**config.mk**
```make
export PLATFORM = sky130hd
export DESIGN_NAME = irq_gate_ctrl
export DESIGN_NICKNAME = d
export VERILOG_FILES = /design/src/rtl/irq_gate_pkg.sv /design/src/rtl/irq_src_reduce.sv /design/src/rtl/irq_regs.sv /design/src/rtl/irq_req_gen.sv /design/src/rtl/irq_gate_ctrl.sv
export SDC_FILE = /design/constraint.sdc
export NUM_CORES = 1
export LEC_CHECK = 0
export BUFFER_PORTS_ARGS = -buffer_cell sky130_fd_sc_hd__buf_2
export CELL_PAD_IN_SITES_DETAIL_PLACEMENT = 1
export CELL_PAD_IN_SITES_GLOBAL_PLACEMENT = 1
export CORE_UTILIZATION = 21
export CTS_CLUSTER_SIZE = 12
export DETAILED_ROUTE_END_ITERATION = 8
export GPL_TIMING_DRIVEN = 0
export PLACE_DENSITY_LB_ADDON = 0.1
export SYNTH_ARGS = -nofsm -noshare
export SYNTH_HDL_FRONTEND = slang
export SYNTH_SLANG_ARGS = --single-unit
```
**constraint.sdc**
```tcl
create_clock -name clk -period 0.93 [get_ports clk]
set_clock_uncertainty 0.05 [all_clocks]
set_input_delay 0.0465 -clock clk [delete_from_list [all_inputs] [get_ports clk]]
set_output_delay 0.0465 -clock clk [all_outputs]
set_load 0.005 [all_outputs]
```
**src/rtl/irq_gate_pkg.sv**
```systemverilog
// Shared constants for the gated interrupt combiner.
// Assumes at most seven peripheral modules, so that the system bit (top bit) stays free.
package irq_gate_pkg;
    localparam int DATA_W = 16;
    localparam int SUM_W  = 8;
    localparam logic [1:0] A_MASK = 2'd0;
    localparam logic [1:0] A_CTRL = 2'd1;
    localparam logic [1:0] A_VECT = 2'd2;
    localparam logic [1:0] A_PEND = 2'd3;

    // Bits of the summary/mask layout that exist for a given module count.
    function automatic logic [SUM_W-1:0] live_bits(input int nmod);
        logic [SUM_W-1:0] v;
        v = '0;
        for (int i = 0; i < nmod; i++) v[i] = 1'b1;
        v[SUM_W-1] = 1'b1;
        return v;
    endfunction
endpackage

```
**src/rtl/irq_src_reduce.sv**
```systemverilog
// Reduces each group's flags and local enables to one "has enabled flag" bit
// and places it at the group's summary position. Purely combinational.
module irq_src_reduce
    import irq_gate_pkg::*;
#(
    parameter int NMOD  = 4,
    parameter int SRC_W = 8
) (
    input  logic [(NMOD+1)*SRC_W-1:0] flags_i,
    input  logic [(NMOD+1)*SRC_W-1:0] en_i,
    output logic [SUM_W-1:0]          sum_o
);
    localparam int NGRP = NMOD + 1;

    logic [NGRP-1:0] grp_any;

    genvar g;
    generate
        for (g = 0; g < NGRP; g++) begin : g_grp
            // OR of flag AND enable across one group
            assign grp_any[g] = |(flags_i[g*SRC_W +: SRC_W] & en_i[g*SRC_W +: SRC_W]);
        end
    endgenerate

    // Map groups onto the summary layout: modules low, system at the top bit
    always_comb begin
        sum_o = '0;
        for (int i = 0; i < NMOD; i++) sum_o[i] = grp_any[i];
        sum_o[SUM_W-1] = grp_any[NGRP-1];
    end
endmodule

```
**src/rtl/irq_regs.sv**
```systemverilog
// Software-visible state: mask, global enable, in-service lock and vector.
// Provides the next in-service value so the request stage can gate on it.
// Assumes vec_taken and irq_return are single-cycle strobes from the CPU.
module irq_regs
    import irq_gate_pkg::*;
#(
    parameter int NMOD = 4
) (
    input  logic              clk,
    input  logic              rst_n,
    input  logic              reg_we,
    input  logic [1:0]        reg_addr,
    input  logic [DATA_W-1:0] reg_wdata,
    input  logic              vec_taken,
    input  logic              irq_return,
    input  logic [SUM_W-1:0]  pend_i,
    output logic [SUM_W-1:0]  mask_q,
    output logic              gie_q,
    output logic              ins_q,
    output logic              ins_next,
    output logic [DATA_W-1:0] vec_q,
    output logic [DATA_W-1:0] reg_rdata
);
    localparam logic [SUM_W-1:0] LIVE = live_bits(NMOD);

    logic wr_mask, wr_ctrl, wr_vect;
    assign wr_mask = reg_we && (reg_addr == A_MASK);
    assign wr_ctrl = reg_we && (reg_addr == A_CTRL);
    assign wr_vect = reg_we && (reg_addr == A_VECT);

    // Next in-service value: taking the vector wins, then return or software clear
    always_comb begin
        ins_next = ins_q;
        if (vec_taken)                        ins_next = 1'b1;
        else if (irq_return)                  ins_next = 1'b0;
        else if (wr_ctrl && !reg_wdata[1])    ins_next = 1'b0;
    end

    // Register updates for mask, enable, lock and vector
    always_ff @(posedge clk) begin
        if (!rst_n) begin
            mask_q <= '0;
            gie_q  <= 1'b0;
            ins_q  <= 1'b0;
            vec_q  <= '0;
        end else begin
            ins_q <= ins_next;
            if (wr_mask) mask_q <= reg_wdata[SUM_W-1:0] & LIVE;
            if (wr_ctrl) gie_q  <= reg_wdata[0];
            if (wr_vect) vec_q  <= reg_wdata;
        end
    end

    // Read mux of the addressed register
    always_comb begin
        unique case (reg_addr)
            A_MASK:  reg_rdata = {{(DATA_W-SUM_W){1'b0}}, mask_q};
            A_CTRL:  reg_rdata = {{(DATA_W-2){1'b0}}, ins_q, gie_q};
            A_VECT:  reg_rdata = vec_q;
            default: reg_rdata = {{(DATA_W-SUM_W){1'b0}}, pend_i};
        endcase
    end
endmodule

```
**src/rtl/irq_req_gen.sv**
```systemverilog
// Registers the pending summary and the gated request.
// Gating uses the next in-service value so the request drops on the same
// edge the vector is taken.
module irq_req_gen
    import irq_gate_pkg::*;
(
    input  logic             clk,
    input  logic             rst_n,
    input  logic [SUM_W-1:0] sum_i,
    input  logic [SUM_W-1:0] mask_q,
    input  logic             gie_q,
    input  logic             ins_next,
    output logic [SUM_W-1:0] pending,
    output logic             irq_req
);
    logic any_masked;
    assign any_masked = |(sum_i & mask_q);

    // Pending summary and request registers
    always_ff @(posedge clk) begin
        if (!rst_n) begin
            pending <= '0;
            irq_req <= 1'b0;
        end else begin
            pending <= sum_i;
            irq_req <= gie_q && !ins_next && any_masked;
        end
    end
endmodule

```
**src/rtl/irq_gate_ctrl.sv**
```systemverilog
// Top of the gated interrupt combiner: reduces per-source flags, holds the
// software registers and raises one registered request to the CPU.
module irq_gate_ctrl
    import irq_gate_pkg::*;
#(
    parameter int NMOD  = 4,
    parameter int SRC_W = 8,
    localparam int FW   = (NMOD+1)*SRC_W
) (
    input  logic              clk,
    input  logic              rst_n,
    input  logic [FW-1:0]     flags_i,
    input  logic [FW-1:0]     local_en_i,
    input  logic              reg_we,
    input  logic [1:0]        reg_addr,
    input  logic [DATA_W-1:0] reg_wdata,
    output logic [DATA_W-1:0] reg_rdata,
    input  logic              vec_taken,
    input  logic              irq_return,
    output logic              irq_req,
    output logic [DATA_W-1:0] irq_vector,
    output logic [SUM_W-1:0]  pending
);
    logic [SUM_W-1:0] sum_c;
    logic [SUM_W-1:0] mask_q;
    logic             gie_q, ins_q, ins_next;

    irq_src_reduce #(.NMOD(NMOD), .SRC_W(SRC_W)) u_reduce (
        .flags_i (flags_i),
        .en_i    (local_en_i),
        .sum_o   (sum_c)
    );

    irq_regs #(.NMOD(NMOD)) u_regs (
        .clk       (clk),
        .rst_n     (rst_n),
        .reg_we    (reg_we),
        .reg_addr  (reg_addr),
        .reg_wdata (reg_wdata),
        .vec_taken (vec_taken),
        .irq_return(irq_return),
        .pend_i    (pending),
        .mask_q    (mask_q),
        .gie_q     (gie_q),
        .ins_q     (ins_q),
        .ins_next  (ins_next),
        .vec_q     (irq_vector),
        .reg_rdata (reg_rdata)
    );

    irq_req_gen u_req (
        .clk     (clk),
        .rst_n   (rst_n),
        .sum_i   (sum_c),
        .mask_q  (mask_q),
        .gie_q   (gie_q),
        .ins_next(ins_next),
        .pending (pending),
        .irq_req (irq_req)
    );
endmodule

```
* Yosys cells after proc, flatten, opt, wreduce, memory -nomap -nowiden
Cells that the tools add are included.
** Storage, ports and cells
- Word-level logic and storage cells :: 34
- Flip-flop bits (word level) :: 32
** Cells by class
- Multiplexer cells :: 4
- Reduce and logical (&&, ||, !) cells :: 15
- Bitwise logic cells :: 6
- Eq/ne operators :: 2
** Operator list (count)
- $and 8x8->8 :: 6
- $pmux 16 s3 :: 1
- $reduce_or 8->1 :: 6
- $logic_and 1x1->1 :: 6
- $mux 1 :: 3
- $eq 2x1->1 const B :: 1
- $eq 2x2->1 const B :: 1
- $logic_not 1->1 :: 2
- $logic_not 2->1 :: 1

* Logic depth before layout (Yosys ltp)
Gate-level depths: netlist (run 1).
- Depth in word-level cells :: 9
- Mapped depth :: 6

* Hierarchy
Synthesis (run 1) repeated with hierarchy kept, for this count alone.
** Second synthesis, totals
- Cell total of the unflattened synthesis :: 182
- Area, all modules :: 1699.1 um2
** By module, submodules not included
- irq_regs :: seq. area each 460.4 um2, cells an instance 130, area each 1199.9 um2, instances 1
- irq_req_gen :: seq. area each 180.2 um2, cells an instance 23, area each 291.5 um2, instances 1
- irq_src_reduce :: seq. area each 0.0 um2, cells an instance 29, area each 207.7 um2, instances 1

* Worst setup path after synthesis (run 1)
No wires, ideal clock.
- Kind :: input -> register
- From :: in reg_addr[1]
- To :: reg u_regs.mask_q[0]
- Buffers on the path :: 1
- Setup time :: 116 ps
- Stages on the path :: 4
- Data arrival time :: 767 ps
- Slack :: -3 ps
- Cell sequence :: clkbuf_8 nor3b_4 mux2i_1 nor2b_1
** Between the ends
- Word-level cells in the longest chain between the ends :: 2
** Ends and longest elaborated chain
- from (decl) :: line irq_gate_ctrl.sv:15 : input logic [1:0] reg_addr,
- $logic_not 2->1 :: line irq_regs.sv:27 : assign wr_mask = reg_we && (reg_addr == A_MASK);
- $logic_and 1x1->1 :: line irq_regs.sv:27
- to (signal assigned) :: line irq_regs.sv:48 : if (wr_mask) mask_q <= reg_wdata[SUM_W-1:0] & LIVE;
- to (decl) :: line irq_regs.sv:17 : output logic [SUM_W-1:0] mask_q,
Every way passes these cells.
A chain may end at the register's enable or synchronous reset.

* Worst setup path after layout (run 1)
- From :: reg u_req.pending[0]
- To :: out reg_rdata[0]
** Between the ends
- Word-level cells in the longest chain between the ends :: 1
** Ends and longest elaborated chain
- from (decl) :: line irq_req_gen.sv:13 : output logic [SUM_W-1:0] pending,
- from (signal assigned) :: line irq_req_gen.sv:25 : pending <= sum_i;
- $pmux 16 s3 :: line irq_regs.sv:56 : unique case (reg_addr)
- to (decl) :: line irq_gate_ctrl.sv:17 : output logic [DATA_W-1:0] reg_rdata,
Every way passes these cells.

==> results of run 1 <==
-- cells in the mapped netlist, types with 2 or more instances --
cell type  number
nand2_1        33
dfxtp_1        29
a22oi_1        21
and2_1         17
a21boi_1       10
mux2i_1         9
a21boi_0        7
nor2b_1         7
nand4_1         6
buf_4           4
clkbuf_1        4
nand3_1         3
o21ai_0         3
buf_6           2
mux4_2          2
-- critical path, stage by stage, from the launching register on --
cell and delay (ps):
dfxtp_2 320, mux4_2 480, buf_6 140
-- kinds of logic after synthesis --
logic type,count (synthesis),synth area share
AND/OR/NAND/NOR,69,0.242
flip-flops,29,0.389
other,1,0.00251
AO/OA/AOI/OAI,44,0.215
multiplexers,11,0.0906
buffers and inverters,13,0.0604
-- flip-flops by register name, summed over array words and instances (netlist names) --
signal and cells:
u_req.pending 5, u_regs.vec_q 16, u_regs.mask_q 5, u_regs.gie_q 1, u_req.irq_req 1, u_regs.ins_q 1
-- power groups by stage --
stage | clock network (W) | registers (W) | logic (W)
final | 0.00100 | 0.00133 | 0.000688
after global routing | 0.00109 | 0.00134 | 0.000762
after CTS | 0.00104 | 0.00133 | 0.000679
after detailed placement | 0 | 0.00135 | 0.000575
after global placement | 0 | 0.00135 | 0.000565
after floorplan | 0 | 0.00135 | 0.000237
-- what timing repair did --
action / in CTS / in global routing
endpoints found under the hold margin: 20 / 0
hold buffers: 17 / 0
gates cloned: 0 / 0
resized for setup: 40 / 14
pin swaps: 2 / 1
setup buffers: 8 / 4
setup endpoints to repair: 22 / 36
-- final timing paths --
| kind | from | end |
|---|---|---|
| worst max-delay path | u_req.pending[0] | reg_rdata[0] |
| worst min-delay path | reg_wdata[1] | u_regs.mask_q[1] |
| worst max register to register | u_regs.mask_q[1] | u_req.irq_req |
| worst min register to register | u_regs.vec_q[13] | u_regs.vec_q[13] |
-- per-stage QoR --
stage          hold WS, ps  total power [W]  utilization  worst slack (ps)
6_report              10.6          0.00302        0.412              -375
5_1_grt               26.5          0.00319        0.412              -401
4_1_cts              0.578          0.00305        0.400              -380
3_5_place_dp           244          0.00193        0.340              -307
3_3_place_gp           236          0.00192        0.340              -315
2_1_floorplan          131          0.00159            -              4.28
-- layout make-up --
type                       instances  area [sq um]  area share
buffer                            12           104      0.0369
clock buffer                       8          80.1      0.0285
inverter                           1          3.75     0.00133
multi-input combinational        127           848       0.301
sequential                        29           609       0.217
tap                               96           120      0.0427
timing repair buffer             167          1050       0.373
-- routing by layer --
| metal | vias up | part of all wire | global-route usage |
|---|---|---|---|
| met2 | 71 | 0.53 | 0.294 |
| met1 | 889 | 0.41 | 0.178 |
| met4 | 0 | 0.0054 | 0.0288 |
| met3 | 4 | 0.061 | 0.0448 |
| met5 | - | 0 | 0 |
| li1 | 940 | - | - |
==> out/results.txt, run 1 <==
Outcome = finished, violations left
Failing checks = negative setup slack
Clock root buffer = clkbuf_8
PortBufs = 139
Post-synth top area cell = dfxtp_1
Sw Pwr = 0.000764 W
Remaining DRCs = 0
TritonCTS buffer count = 5
Die height = 86.3 um
Worst Setup Path Type = register to output pin
CTS clk-pin slew, worst paths = 60 ps
Max_cap viols = 0
Maximum net fanout on the critical path = 2
CTS tree = done
Starting DRT DRC Count = 48
Most frequent cells in the layout = buf_2 (128), nand2_1 (32), dfxtp_2 (23)
Antenna viol nets, final = 0
Total track usage = 0.157
Design Area, Final = 2810 sq um
Core ar. = 6830 sq um
Yosys warnings = 0
P_int = 0.00226 W
Min Tclk post-route = 1300 ps
Worst hold stages = 3
Cells after synthesis = 167
Placed inst area = 2330 sq um
Routed Wire Length = 5740 um
Min-delay worst type = primary input to register
Starting Density = 0.218
Vias per inst = 4.33
Final worst-path cycle share = 1.40
Initial antenna violation count = 0
GPL Wtd Cong = 0.655
Total Neg Setup Slack = -1220 ps
Crit start category = register
Sw Ratio = 0.253
Clock power share = 0.332
Clock tree buffer depth = 2
Max Slew Vio Count = 0
Row count = 30
R2R cell count = 3
Clock sink count = 29
Layout Cells excl Fill = 440
Synth top area share = 0.389
Power density over the cells = 1070 nW/um^2
Htree depth = 2
Area Overhead vs Synth = 88.7%
Synthesized area per cell = 8.93 sq um
Fin nets = 446
WP data required = 830 ps
Total gr overflow = 0
FFs w/ async S/R, synth = 0
EDFF count, synth = 0
Pleak = 1.37 nW
Fmax = 766 MHz
Combinational Power Share = 0.228
RSZ-0062 raised after global routing = true
Sequential power share = 0.440
Router iterations before antenna repair = 4
R2R setup slack = -120 ps
Sequential area share after synthesis = 0.389
Die area = 7440 sq um
Via Count = 1904
Fin. Hold Viols = 0
Arr. time, crit path = 1210 ps
First-pass GRT wire length = 9050 um
CP endpoint kind = output pin
Yosys reg bits = 29
Primary FF master, synth = dfxtp_1
Avg WL per Cell = 13.0 um
Inst Count DP = 404
Number of setup violations in the final report = 14
Die W = 86.3 um
Detailed placement HPWL = 4380 um
Ports = 144
Number of global-route vias before repair = 1959
Leading cell type in the layout, fill and taps excluded = buf_2
Mapped cell area = 1490 sq um
Peak VDD IR = 408 uV
Area contributors post-synth = dfxtp_1 (39%), a22oi_1 (11%), nand2_1 (8.3%)
Largest net degree at the start of global routing = 11
Layout cells sized above 1 = 0.573
Yosys cell types = 25
Clk_lat worst skew = 280 ps
Ant diodes = 0
Setup ws final = -375 ps
Filler cells = 874
Power figures use the tool's default switching activity.
==> run 2, diff against run 1 <==
Settings changed: CORE_UTILIZATION 21 to 22, CTS_BUF_LIST from default to sky130_fd_sc_hd__clkbuf_8.
==> run 2 against run 1 <==
The flow finishes with violations (design-rule violations, negative setup slack). Register-to-register slack better by 40 ps. Maximum frequency down 0.13%. Cell count down 3.9%. Setup slack worse by 1.6 ps. Largest cell class unchanged. Clock-buffer cell count down 3. Non-clock buffer count up 2. Hold slack worse by 9.1 ps. Clock power down 6%. Combinational power up 1%. Critical path depth unchanged. Wire length down 1.6%. Utilization up 2.7 points.
==> out/results.txt, run 2 (same netlist as run 1, synthesis figures left out) <==
Outcome = finished, violations left (unchanged)
Failing checks = design-rule violations, negative setup slack (was negative setup slack)
Overall power = 0.00297 W (was 0.00302 W)
GPL Wtd Cong = 0.659 (was 0.655)
Most frequent cells in the layout = buf_2 (123), nand2_1 (33), buf_6 (25) (was buf_2 (128), nand2_1 (32), dfxtp_2 (23))
Core Util, Final = 0.439 (was 0.412)
Filler cells = 800 (was 874)
Starting Density = 0.231 (was 0.218)
Hold Slack = 1.47 ps (was 10.6 ps)
Layout cells sized above 1 = 0.590 (was 0.573)
Peak VDD IR = 627 uV (was 408 uV)
Min-delay worst type = primary input to register (unchanged)
Crit start category = register (unchanged)
Ports = 144 (unchanged)
CTS clk-pin slew, worst paths = 60 ps (about the same)
Layout Cells excl Fill = 423 (was 440)
Maximum net fanout on the critical path = 2 (unchanged)
Routed Wire Length = 5650 um (was 5740 um)
Number of setup violations in the final report = 14 (unchanged)
Vias per inst = 4.52 (was 4.33)
TritonCTS buffer count = 5 (unchanged)
Clk_lat worst skew = 280 ps (about the same)
Ant diodes = 0 (unchanged)
Leading cell type in the layout, fill and taps excluded = buf_2 (unchanged)
Worst Setup Path Type = register to output pin (unchanged)
Die height = 84.3 um (was 86.3 um)
Area occupied by multi-input gates = 856 sq um (was 848 sq um)
Inst Count DP = 385 (was 404)
Placed inst area = 2300 sq um (was 2330 sq um)
Fmax = 765 MHz (was 766 MHz)
Pleak = 1.40 nW (was 1.37 nW)
Clock sink count = 29 (unchanged)
Clock root buffer = clkbuf_8 (unchanged)
First-pass GRT wire length = 9020 um (was 9050 um)
Largest Register = u_regs.vec_q (unchanged)
Via Count = 1913 (was 1904)
Crit-path cells = mux4_2 > buf_2 (was mux4_2 > buf_6)
Max Slew Vio Count = 0 (unchanged)
Slowest CP cell = mux4_2 (unchanged)
Starting DRT DRC Count = 48 (unchanged)
WP data required = 830 ps (about the same)
Final worst-path cycle share = 1.40 (about the same)
Fin. Hold Viols = 0 (unchanged)
PortBufs = 139 (unchanged)
Total gr overflow = 0 (unchanged)
Router iterations before antenna repair = 7 (was 4)
Initial antenna violation count = 0 (unchanged)
Design Area, Final = 2840 sq um (was 2810 sq um)
Crit-path max cell delay = 470 ps (was 480 ps)
Antenna viol nets, final = 0 (unchanged)
CTS tree = done (unchanged)
Min Tclk post-route = 1310 ps (was 1300 ps)
Total track usage = 0.160 (was 0.157)
Clock tree buffer depth = 2 (unchanged)
Max_cap viols = 0 (unchanged)
Fin nets = 448 (was 446)
Storage cell area = 611 sq um (was 609 sq um)
Htree depth = 2 (unchanged)
Die W = 84.3 um (was 86.3 um)
Die area = 7110 sq um (was 7440 sq um)
Max FFs per register = 16 (unchanged)
Row count = 29 (was 30)
Setup ws final = -376 ps (was -375 ps)
Core ar. = 6460 sq um (was 6830 sq um)
Number of global-route vias before repair = 1975 (was 1959)
CP endpoint kind = output pin (unchanged)
Power density over the cells = 1050 nW/um^2 (was 1070 nW/um^2)
Largest registers = u_regs.vec_q: 16 flops, u_regs.mask_q: 5 flops, u_req.pending: 5 flops (unchanged)
Largest net degree at the start of global routing = 11 (unchanged)
Area Overhead vs Synth = 90.3% (was 88.7%)
Detailed placement HPWL = 4230 um (was 4380 um)
Remaining DRCs = 8 (was 0)
Avg WL per Cell = 13.4 um (was 13.0 um)
RSZ-0062 raised after global routing = true (unchanged)
Arr. time, crit path = 1210 ps (about the same)
==> run 2: stage by stage <==
step / setup TNS (ps) / setup WS [ps]
3_5_place_dp: -8000 / -328
2_1_floorplan: 0 / 4.28
3_3_place_gp: -7290 / -310
5_1_grt: -1920 / -411
6_report: -1270 / -376
4_1_cts: -1350 / -375
==> run 2: final timing paths <==
check / to / cells after the start / slack, ps / startpoint
max: reg_rdata[0] / 2 / -380 / u_req.pending[0]
min: u_req.irq_req / 4 / 1 / vec_taken
max reg2reg: u_req.irq_req / 3 / -80 / u_regs.mask_q[1]
min reg2reg: u_regs.vec_q[8] / 2 / 410 / u_regs.vec_q[8]
==> run 2: routing by layer <==
| metal | wire length [um] | GRT usage |
|---|---|---|
| met1 | 2230 | 0.178 |
| met2 | 2980 | 0.303 |
| met3 | 352 | 0.0354 |
| met5 | 0 | 0 |
| met4 | 85 | 0.0493 |
==> run 2: what timing repair did <==
action / CTS / global route
resized for setup: 36 / 29
buffers inserted: 8 / 7
hold endpoints to repair: 16 / 0
pin swaps: 2 / 1
endpoints found under the setup margin: 17 / 33
hold buffers: 16 / 0
==> run 2: layout make-up <==
class	count	share of cell area
clock buffers	5	0.0243
clock inverters	3	0.00397
multi-input cells	127	0.302
well taps	77	0.0340
repair buffers	169	0.383
inverters	1	0.00132
plain buffers	12	0.0366
flip-flops and latches	29	0.215
==> run 2: worst max-delay path, delay by kind of cell, from the launching register on <==
| family | cells | cell delay, ps |
|---|---|---|
| buffers and inverters | 1 | 140 |
| DFF | 1 | 330 |
| muxes | 1 | 470 |
==> run 2: power by group <==
group	switching [W]	internal, W	leakage (nW)	total [W]
Clock	0.000446	0.000497	0.0519	0.000943
Sequential	0.0000321	0.00130	0.248	0.00133
Combinational	0.000261	0.000437	1.10	0.000698
Total	0.000739	0.00224	1.40	0.00297
